`src/rtl/abd_pkg.sv`:
```
package abd_pkg;
   // smallest legal linear factor; smaller values are clamped to it
   localparam int MIN_DIV = 2;

   typedef enum logic {
      PH_ACTIVE = 1'b1,
      PH_REST   = 1'b0
   } phase_e;
endpackage

```
`src/rtl/abd_cfg_capture.sv`:
```
module abd_cfg_capture #(
   parameter int DIV_W   = 8,
   parameter int RST_DIV = 2
) (
   input  logic             clk_i,
   input  logic             rst_ni,
   input  logic             hold_i,
   input  logic [DIV_W-1:0] div_i,
   input  logic             odd_i,
   input  logic             mclk_en_i,
   input  logic             idle_hi_i,
   output logic [DIV_W-1:0] div_o,
   output logic             odd_o,
   output logic             mclk_en_o,
   output logic             idle_hi_o,
   output logic             err_o
);
   localparam logic [DIV_W-1:0] FLOOR = DIV_W'(abd_pkg::MIN_DIV);
   localparam logic [DIV_W-1:0] RSTV  = DIV_W'(RST_DIV);

   logic illegal;
   assign illegal = (div_i < FLOOR);

   always_ff @(posedge clk_i or negedge rst_ni) begin
      if (!rst_ni) begin
         div_o     <= RSTV;
         odd_o     <= 1'b0;
         mclk_en_o <= 1'b0;
         idle_hi_o <= 1'b0;
         err_o     <= 1'b0;
      end else if (!hold_i) begin
         div_o     <= illegal ? FLOOR : div_i;
         odd_o     <= odd_i;
         mclk_en_o <= mclk_en_i;
         idle_hi_o <= idle_hi_i;
         if (illegal) err_o <= 1'b1;
      end
   end
endmodule

```
`src/rtl/abd_phase_counter.sv`:
```
module abd_phase_counter #(
   parameter int DIV_W = 8
) (
   input  logic             clk_i,
   input  logic             rst_ni,
   input  logic             en_i,
   input  logic [DIV_W-1:0] div_i,
   input  logic             odd_i,
   input  logic             idle_hi_i,
   output logic             sck_o,
   output logic             stb_o,
   output logic             busy_o
);
   import abd_pkg::*;

   localparam int CNT_W = DIV_W + 1;

   logic [CNT_W-1:0] act_len, rest_len, cnt_q;
   phase_e           ph_q;

   assign rest_len = {1'b0, div_i};
   assign act_len  = rest_len + CNT_W'(odd_i);

   always_ff @(posedge clk_i or negedge rst_ni) begin
      if (!rst_ni) begin
         busy_o <= 1'b0;
         ph_q   <= PH_REST;
         cnt_q  <= '0;
         sck_o  <= 1'b0;
         stb_o  <= 1'b0;
      end else begin
         stb_o <= 1'b0;
         if (!busy_o) begin
            if (en_i) begin
               busy_o <= 1'b1;
               ph_q   <= PH_ACTIVE;
               sck_o  <= ~idle_hi_i;
               cnt_q  <= act_len - 1'b1;
            end else begin
               sck_o <= idle_hi_i;
            end
         end else if (cnt_q != '0) begin
            cnt_q <= cnt_q - 1'b1;
         end else if (ph_q == PH_ACTIVE) begin
            ph_q  <= PH_REST;
            sck_o <= idle_hi_i;
            stb_o <= 1'b1;
            cnt_q <= rest_len - 1'b1;
         end else if (en_i) begin
            ph_q  <= PH_ACTIVE;
            sck_o <= ~idle_hi_i;
            cnt_q <= act_len - 1'b1;
         end else begin
            busy_o <= 1'b0;
         end
      end
   end
endmodule

```
`src/rtl/abd_mclk_gen.sv`:
```
module abd_mclk_gen (
   input  logic clk_i,
   input  logic rst_ni,
   input  logic gate_i,
   output logic mclk_o
);
   always_ff @(posedge clk_i or negedge rst_ni) begin
      if (!rst_ni)     mclk_o <= 1'b0;
      else if (gate_i) mclk_o <= ~mclk_o;
      else             mclk_o <= 1'b0;
   end
endmodule

```
`src/rtl/audio_bclk_divider.sv`:
```
module audio_bclk_divider #(
   parameter int DIV_W   = 8,
   parameter int RST_DIV = 2
) (
   input  logic             clk_i,
   input  logic             rst_ni,
   input  logic             enable_i,
   input  logic             master_i,
   input  logic [DIV_W-1:0] cfg_div_i,
   input  logic             cfg_odd_i,
   input  logic             cfg_mclk_en_i,
   input  logic             cfg_idle_hi_i,
   output logic             sck_o,
   output logic             shift_stb_o,
   output logic             mclk_o,
   output logic             cfg_err_o
);
   generate
      if (DIV_W < 2 || DIV_W > 16) begin : g_bad_width
         $error("DIV_W must lie in 2..16");
      end
      if (RST_DIV < abd_pkg::MIN_DIV || RST_DIV >= (1 << DIV_W)) begin : g_bad_rst
         $error("RST_DIV must be a legal factor");
      end
   endgenerate

   logic [DIV_W-1:0] div_q;
   logic             odd_q, mclk_en_q, idle_hi_q, busy;

   abd_cfg_capture #(.DIV_W(DIV_W), .RST_DIV(RST_DIV)) u_cfg (
      .clk_i     (clk_i),
      .rst_ni    (rst_ni),
      .hold_i    (enable_i | busy),
      .div_i     (cfg_div_i),
      .odd_i     (cfg_odd_i),
      .mclk_en_i (cfg_mclk_en_i),
      .idle_hi_i (cfg_idle_hi_i),
      .div_o     (div_q),
      .odd_o     (odd_q),
      .mclk_en_o (mclk_en_q),
      .idle_hi_o (idle_hi_q),
      .err_o     (cfg_err_o)
   );

   abd_phase_counter #(.DIV_W(DIV_W)) u_phase (
      .clk_i     (clk_i),
      .rst_ni    (rst_ni),
      .en_i      (enable_i),
      .div_i     (div_q),
      .odd_i     (odd_q),
      .idle_hi_i (idle_hi_q),
      .sck_o     (sck_o),
      .stb_o     (shift_stb_o),
      .busy_o    (busy)
   );

   abd_mclk_gen u_mclk (
      .clk_i  (clk_i),
      .rst_ni (rst_ni),
      .gate_i (master_i & mclk_en_q & (enable_i | busy)),
      .mclk_o (mclk_o)
   );
endmodule

```
`config.mk`:
```
export PLATFORM = sky130hd
export DESIGN_NAME = audio_bclk_divider
export DESIGN_NICKNAME = d
export VERILOG_FILES = /design/src/rtl/abd_pkg.sv /design/src/rtl/abd_cfg_capture.sv /design/src/rtl/abd_phase_counter.sv /design/src/rtl/abd_mclk_gen.sv /design/src/rtl/audio_bclk_divider.sv
export SDC_FILE = /design/constraint.sdc
export NUM_CORES = 1
export LEC_CHECK = 0
export CAP_MARGIN = 40
export CORE_MARGIN = 2
export CORE_UTILIZATION = 50
export CTS_CLUSTER_DIAMETER = 30
export CTS_CLUSTER_SIZE = 25
export DETAILED_ROUTE_END_ITERATION = 7
export PLACE_DENSITY = 0.72
export SLEW_MARGIN = 10
export SYNTH_ARGS = -nofsm -noshare
export SYNTH_HDL_FRONTEND = slang
export SYNTH_HIERARCHICAL = 1
export SYNTH_SLANG_ARGS = --single-unit
```
`constraint.sdc`:
```
create_clock -name clk_i -period 2.7 [get_ports clk_i]
set_input_delay 0.27 -clock clk_i [delete_from_list [all_inputs] [get_ports clk_i]]
set_output_delay 0.27 -clock clk_i [all_outputs]
set_load 0.01 [all_outputs]
```
[After elaboration in Yosys (flattened, before gate mapping)]
Index checks and enable logic that the tools add are counted.
Storage, ports and cells
  register bits: 26
  input bits: 15
  logic and storage cells: 51
Operators by class
  add/sub/neg operators: 4
  magnitude comparators: 1
  equal/unequal tests: 2
  mux-type cells: 22
  bitwise logic cells: 6
  reduce and logical (&&, ||, !) cells: 5
Operators with widths (count)
  $mux W9: 4
  $sub A9 B1 Y9 const B: 2
  $mux W1: 17
  $add A8 B1 Y9: 1
  $reduce_bool A9 Y1: 1
  $sub A8 B1 Y9 const B: 1
  $lt A8 B2 Y1 const B: 1
  $mux W8: 1
  $reduce_and A2 Y1: 3
  $ne A3 B3 Y1 const B: 1
  $not A1 Y1: 3
  $and A1 B1 Y1: 2
  $ne A2 B2 Y1 const B: 1
  $reduce_bool A2 Y1: 1
  $or A1 B1 Y1: 1

[Depth between registers and ports, before layout]
  depth after elaboration: 6
  depth in mapped cells: 8
  gate-level depth less buffers: 7

[By module]
Netlist, hierarchy kept.
Modules (own cells, without submodules)
  abd_phase_counter: instances 1, cells each 135, area an instance 1119.8 um2
  abd_cfg_capture: instances 1, cells each 31, area an instance 491.7 um2
  abd_mclk_gen: instances 1, cells each 2, area an instance 38.8 um2
  audio_bclk_divider: instances 1, cells each 2, area an instance 16.3 um2

[Least setup slack after synthesis]
No wires, ideal clock.
  kind: register -> register
  start point: register u_phase.cnt_q[0]
  end point: register u_phase.cnt_q[2]
  setup time: 143 ps
  arrival time: 1932 ps
  slack: 626 ps
  cell stages (with the launch flop): 9
  buffers on the path: 2
  period minus slack after synthesis: 2074 ps
  cell sequence: dfrtp_1 -> inv_1 -> ha_1 -> or4b_1 -> buf_2 -> or3_1 -> buf_2 -> o21ai_0 -> a22oi_1
Between the ends
  longest elaborated chain between the ends: 3
  elaborated cells between the ends (all ways): 4
  those cells by class: add/sub (1); mux (2); reduce/logical (1)
Ends and longest elaborated chain
  start, declared: RTL line abd_phase_counter.sv:18  | logic [CNT_W-1:0] act_len, rest_len, cnt_q;
  start signal, assigned: RTL line abd_phase_counter.sv:38  | cnt_q <= act_len - 1'b1;
  start signal, assigned: RTL line abd_phase_counter.sv:43  | cnt_q <= cnt_q - 1'b1;
  start signal, assigned: RTL line abd_phase_counter.sv:48  | cnt_q <= rest_len - 1'b1;
  $sub A9 B1 Y9 / $reduce_bool A9 Y1 (equally long branches): RTL line abd_phase_counter.sv:43, abd_phase_counter.sv:42
  $mux W9 *: RTL line abd_phase_counter.sv:42  | end else if (cnt_q != '0) begin
  $mux W9 *: RTL line abd_phase_counter.sv:33  | if (!busy_o) begin
Every way passes the cells marked *; elsewhere a longest branch is shown, timed or not.
A chain may end at the register's enable or synchronous reset.

[Worst setup path after layout]
  start point: register u_phase.cnt_q[0]
  end point: register u_phase.cnt_q[1]
Same word-level chain as after synthesis.

==> results.json <==
{
  "hold_viol_final": 0,
  "core_area_um2": 3100,
  "cp_cell_sequence": "inv_1, ha_1, or4b_1, or3_1, o21ai_0, a22oi_1",
  "drt-wirelength-per-cell_um": 15.1,
  "vdd_drop_max_mv": 0.240,
  "die_h_um": 61.7,
  "synthTopCellsByCount": "dfrtp_1 (25), nor2_1 (13), mux2_2 (10), nand2_1 (10), xor2_1 (10)",
  "hold_buffers": 0,
  "cts.reportedPaths.clkPinSlew_ns": 0.15,
  "synth.top_cell.area_share_pct": 37.5,
  "cts_root_buffer": "clkbuf_4",
  "period_needed_ns": 2.27,
  "yosysSeqAreaShare_pct": 39.1,
  "drtIter0Drc": 109,
  "arrival_ns": 2.48,
  "drt_wl_total_um": 3470,
  "antenna_found_initial": 0,
  "grt_pass1_vias": 1305,
  "htree_levels": 1,
  "rows": 20,
  "outcome": "completed",
  "n_fill_cell": 271,
  "route.detailed.drc": 0,
  "tightest_slew_ns": 0.744,
  "postLayoutCoreUtil_pct": 61.3,
  "dp_hpwl_um": 2620,
  "diodes": 0,
  "fin_crit_sh_pct": 84.2,
  "io-pin-count": 19,
  "fin_nets": 206,
  "die_x_um": 61.7,
  "netlist_area_um2": 1670,
  "relSlewSlack_pct": 50.3,
  "total_power_w": 0.000703,
  "vias_per_cell": 5.92,
  "crit_family": "simple AND/OR/NAND/NOR gates",
  "start_util_pct": 53.7,
  "drive_above_1_share_pct": 13.0,
  "clock-sinks": 26,
  "yosysMostFrequentCell": "dfrtp_1",
  "setup_tns_ns": 0,
  "ys_warn_count": 6,
  "drv_cap": 0,
  "fin_skew_ns": 0.0154,
  "crit_fanout": 9,
  "synth_enable_flop_cells": 0,
  "netlist_top_cells_area": "dfrtp_1 (38%), mux2_2 (6.8%), xor2_1 (5.3%), ha_1 (3.8%), mux2i_1 (3.0%)",
  "clk_path_buf_depth": 2,
  "grt_use_met3_pct": 4.35,
  "firstDrtPassIters": 4,
  "post-cts-setup-buffers": 0,
  "path_class": "reg -> reg",
  "cts_tree": "done",
  "grt_overflow": 0,
  "dieArea_um2": 3810,
  "synthCells": 170,
  "async_flop_share_pct": 100,
  "cts_resized": 0,
  "use_met1_pct": 28.0,
  "io_buffers": 18,
  "critPathBufInv": 1,
  "synth_flop_cell": "dfrtp_1",
  "rsz0062_at_grt": "no",
  "synth_top_area_cell": "dfrtp_1",
  "syn_to_final_growth_pct": 14.1,
  "worst_hold_slack_ns": 0.346,
  "cts_buffers": 3,
  "antenna_left": 0,
  "crit_path_end_kind": "register",
  "required_ns": 2.90,
  "grt_first_pass_wirelength_um": 6000,
  "syn_nets": 190,
  "hp-class": "in -> async",
  "synth_cell_types": 49,
  "clock_latency_ns": 0.34,
  "grt_use_met2_pct": 34.9,
  "clock.fmax_mhz": 440,
  "slowest_delay_ns": 0.61,
  "grt_max_degree": 20,
  "finalSetupViolCount": 0,
  "crit_path_top_delay_cell": "or4b_1",
  "vias": 1356,
  "worstSetupStartpointType": "register",
  "p_leak_nw": 0.772,
  "p_per_area_nw_per_um2": 369,
  "top_usage_layer": "met2",
  "ys_ff_latch": 26,
  "slew_viol_final": 0,
  "avgSynthCellArea_um2": 9.80,
  "grtUsageTotal_pct": 21.7,
  "finalWeightedCongestion": 0.889
}
[worst register-to-register path: stages (launching register included)]
cell and delay (ns):
dfrtp_1 0.44, inv_1 0.08, ha_1 0.21, or4b_1 0.61, or3_1 0.51, o21ai_0 0.20, a22oi_1 0.10
[final cells by class]
cell class | count | area (µm²) | share of cell area (%)
repair buffers | 21 | 203 | 10.7
inverters | 9 | 33.8 | 1.78
clock buffers | 4 | 26.3 | 1.38
well taps | 44 | 55.1 | 2.89
multi-input cells | 125 | 932 | 49.0
flip-flops and latches | 26 | 652 | 34.3
[power breakdown]
| group | switching [W] | internal, W | leakage (nW) |
|---|---|---|---|
| clock network | 0.000124 | 0.0000582 | 0.0150 |
| registers | 0.0000138 | 0.000399 | 0.307 |
| logic | 0.0000511 | 0.0000560 | 0.450 |
[path summary, 6_finish.rpt]
| path | slack, ns | end | cells after the start | from |
|---|---|---|---|---|
| min in group clk_i | 0.47 | u_mclk/mclk_o$_DFF_PN0_ | 1 | u_mclk/mclk_o$_DFF_PN0_ |
| worst min register to register | 0.47 | u_mclk/mclk_o$_DFF_PN0_ | 1 | u_mclk/mclk_o$_DFF_PN0_ |
| worst max register to register | 0.43 | u_phase/cnt_q[1]$_DFF_PN0_ | 6 | u_phase/cnt_q[0]$_DFF_PN0_ |
| worst max-delay path | 0.43 | u_phase/cnt_q[1]$_DFF_PN0_ | 6 | u_phase/cnt_q[0]$_DFF_PN0_ |
| worst min-delay path | 0.35 | u_cfg/div_o[3]$_DFFE_PN0N_ | 1 | rst_ni |
| max in group asynchronous | 1.73 | u_phase/cnt_q[3]$_DFF_PN0_ | 2 | rst_ni |
[placed cells by master (no fill, tap or decap), drive strengths merged, types with 2 or more instances in the layout]
cell / Yosys / final
dfrtp: 25 / 25
clkdlybuf4s50: 0 / 18
nor2: 13 / 13
mux2: 10 / 10
nand2: 10 / 10
xor2: 10 / 10
inv: 9 / 9
nor3: 7 / 7
o21ai: 6 / 6
mux2i: 5 / 5
ha: 5 / 5
nor4: 5 / 5
a21boi: 4 / 4
clkbuf: 6 / 4
buf: 4 / 3
nor3b: 3 / 3
xnor2: 3 / 3
o22ai: 3 / 3
a22oi: 3 / 3
a21oi: 3 / 3
nand4: 2 / 2
or3: 2 / 2
or4: 2 / 2
o211ai: 2 / 2
and2: 2 / 2
a2bb2oi: 2 / 2
a22o: 2 / 2
o2bb2ai: 2 / 2
or2: 2 / 2
nor2b: 2 / 2
[sequential cells by signal, summed over array words and instances (netlist names)]
register,cells
u_cfg/mclk_en_o,1
u_cfg/err_o,1
u_phase/busy_o,1
u_cfg/odd_o,1
u_cfg/div_o,8
u_phase/cnt_q,9
u_cfg/idle_hi_o,1
u_mclk/mclk_o,1
u_phase/ph_q,1
u_phase/sck_o,1
u_phase/stb_o,1
[logic make-up after synthesis]
| logic type | count (synthesis) | share of synthesized area, % |
|---|---|---|
| compound gates | 38 | 16.7 |
| xor+xnor | 13 | 6.83 |
| fa+ha+maj | 5 | 3.75 |
| buf+inv | 19 | 4.95 |
| flops | 26 | 39.1 |
| mux | 15 | 9.76 |
| simple gates | 54 | 18.8 |
[per-stage QoR]
step / worst slack [ns] / instance area [µm²] / cells
6_report: 0.427 / 1900 / 229
5_1_grt: 0.323 / 1900 / 229
4_1_cts: 0.442 / 1900 / 229
3_5_place_dp: 0.465 / 1880 / 225
3_3_place_gp: 0.541 / 1880 / 225
2_1_floorplan: 0.626 / 1670 / 170
[per-layer routing]
metal,share of wire (%),vias up,wire length [µm]
li1,-,648,-
met1,45,664,1570
met2,47,37,1640
met3,5.1,7,178
met4,2.3,0,81
met5,0,-,0
(Power assumes the default switching activity.)
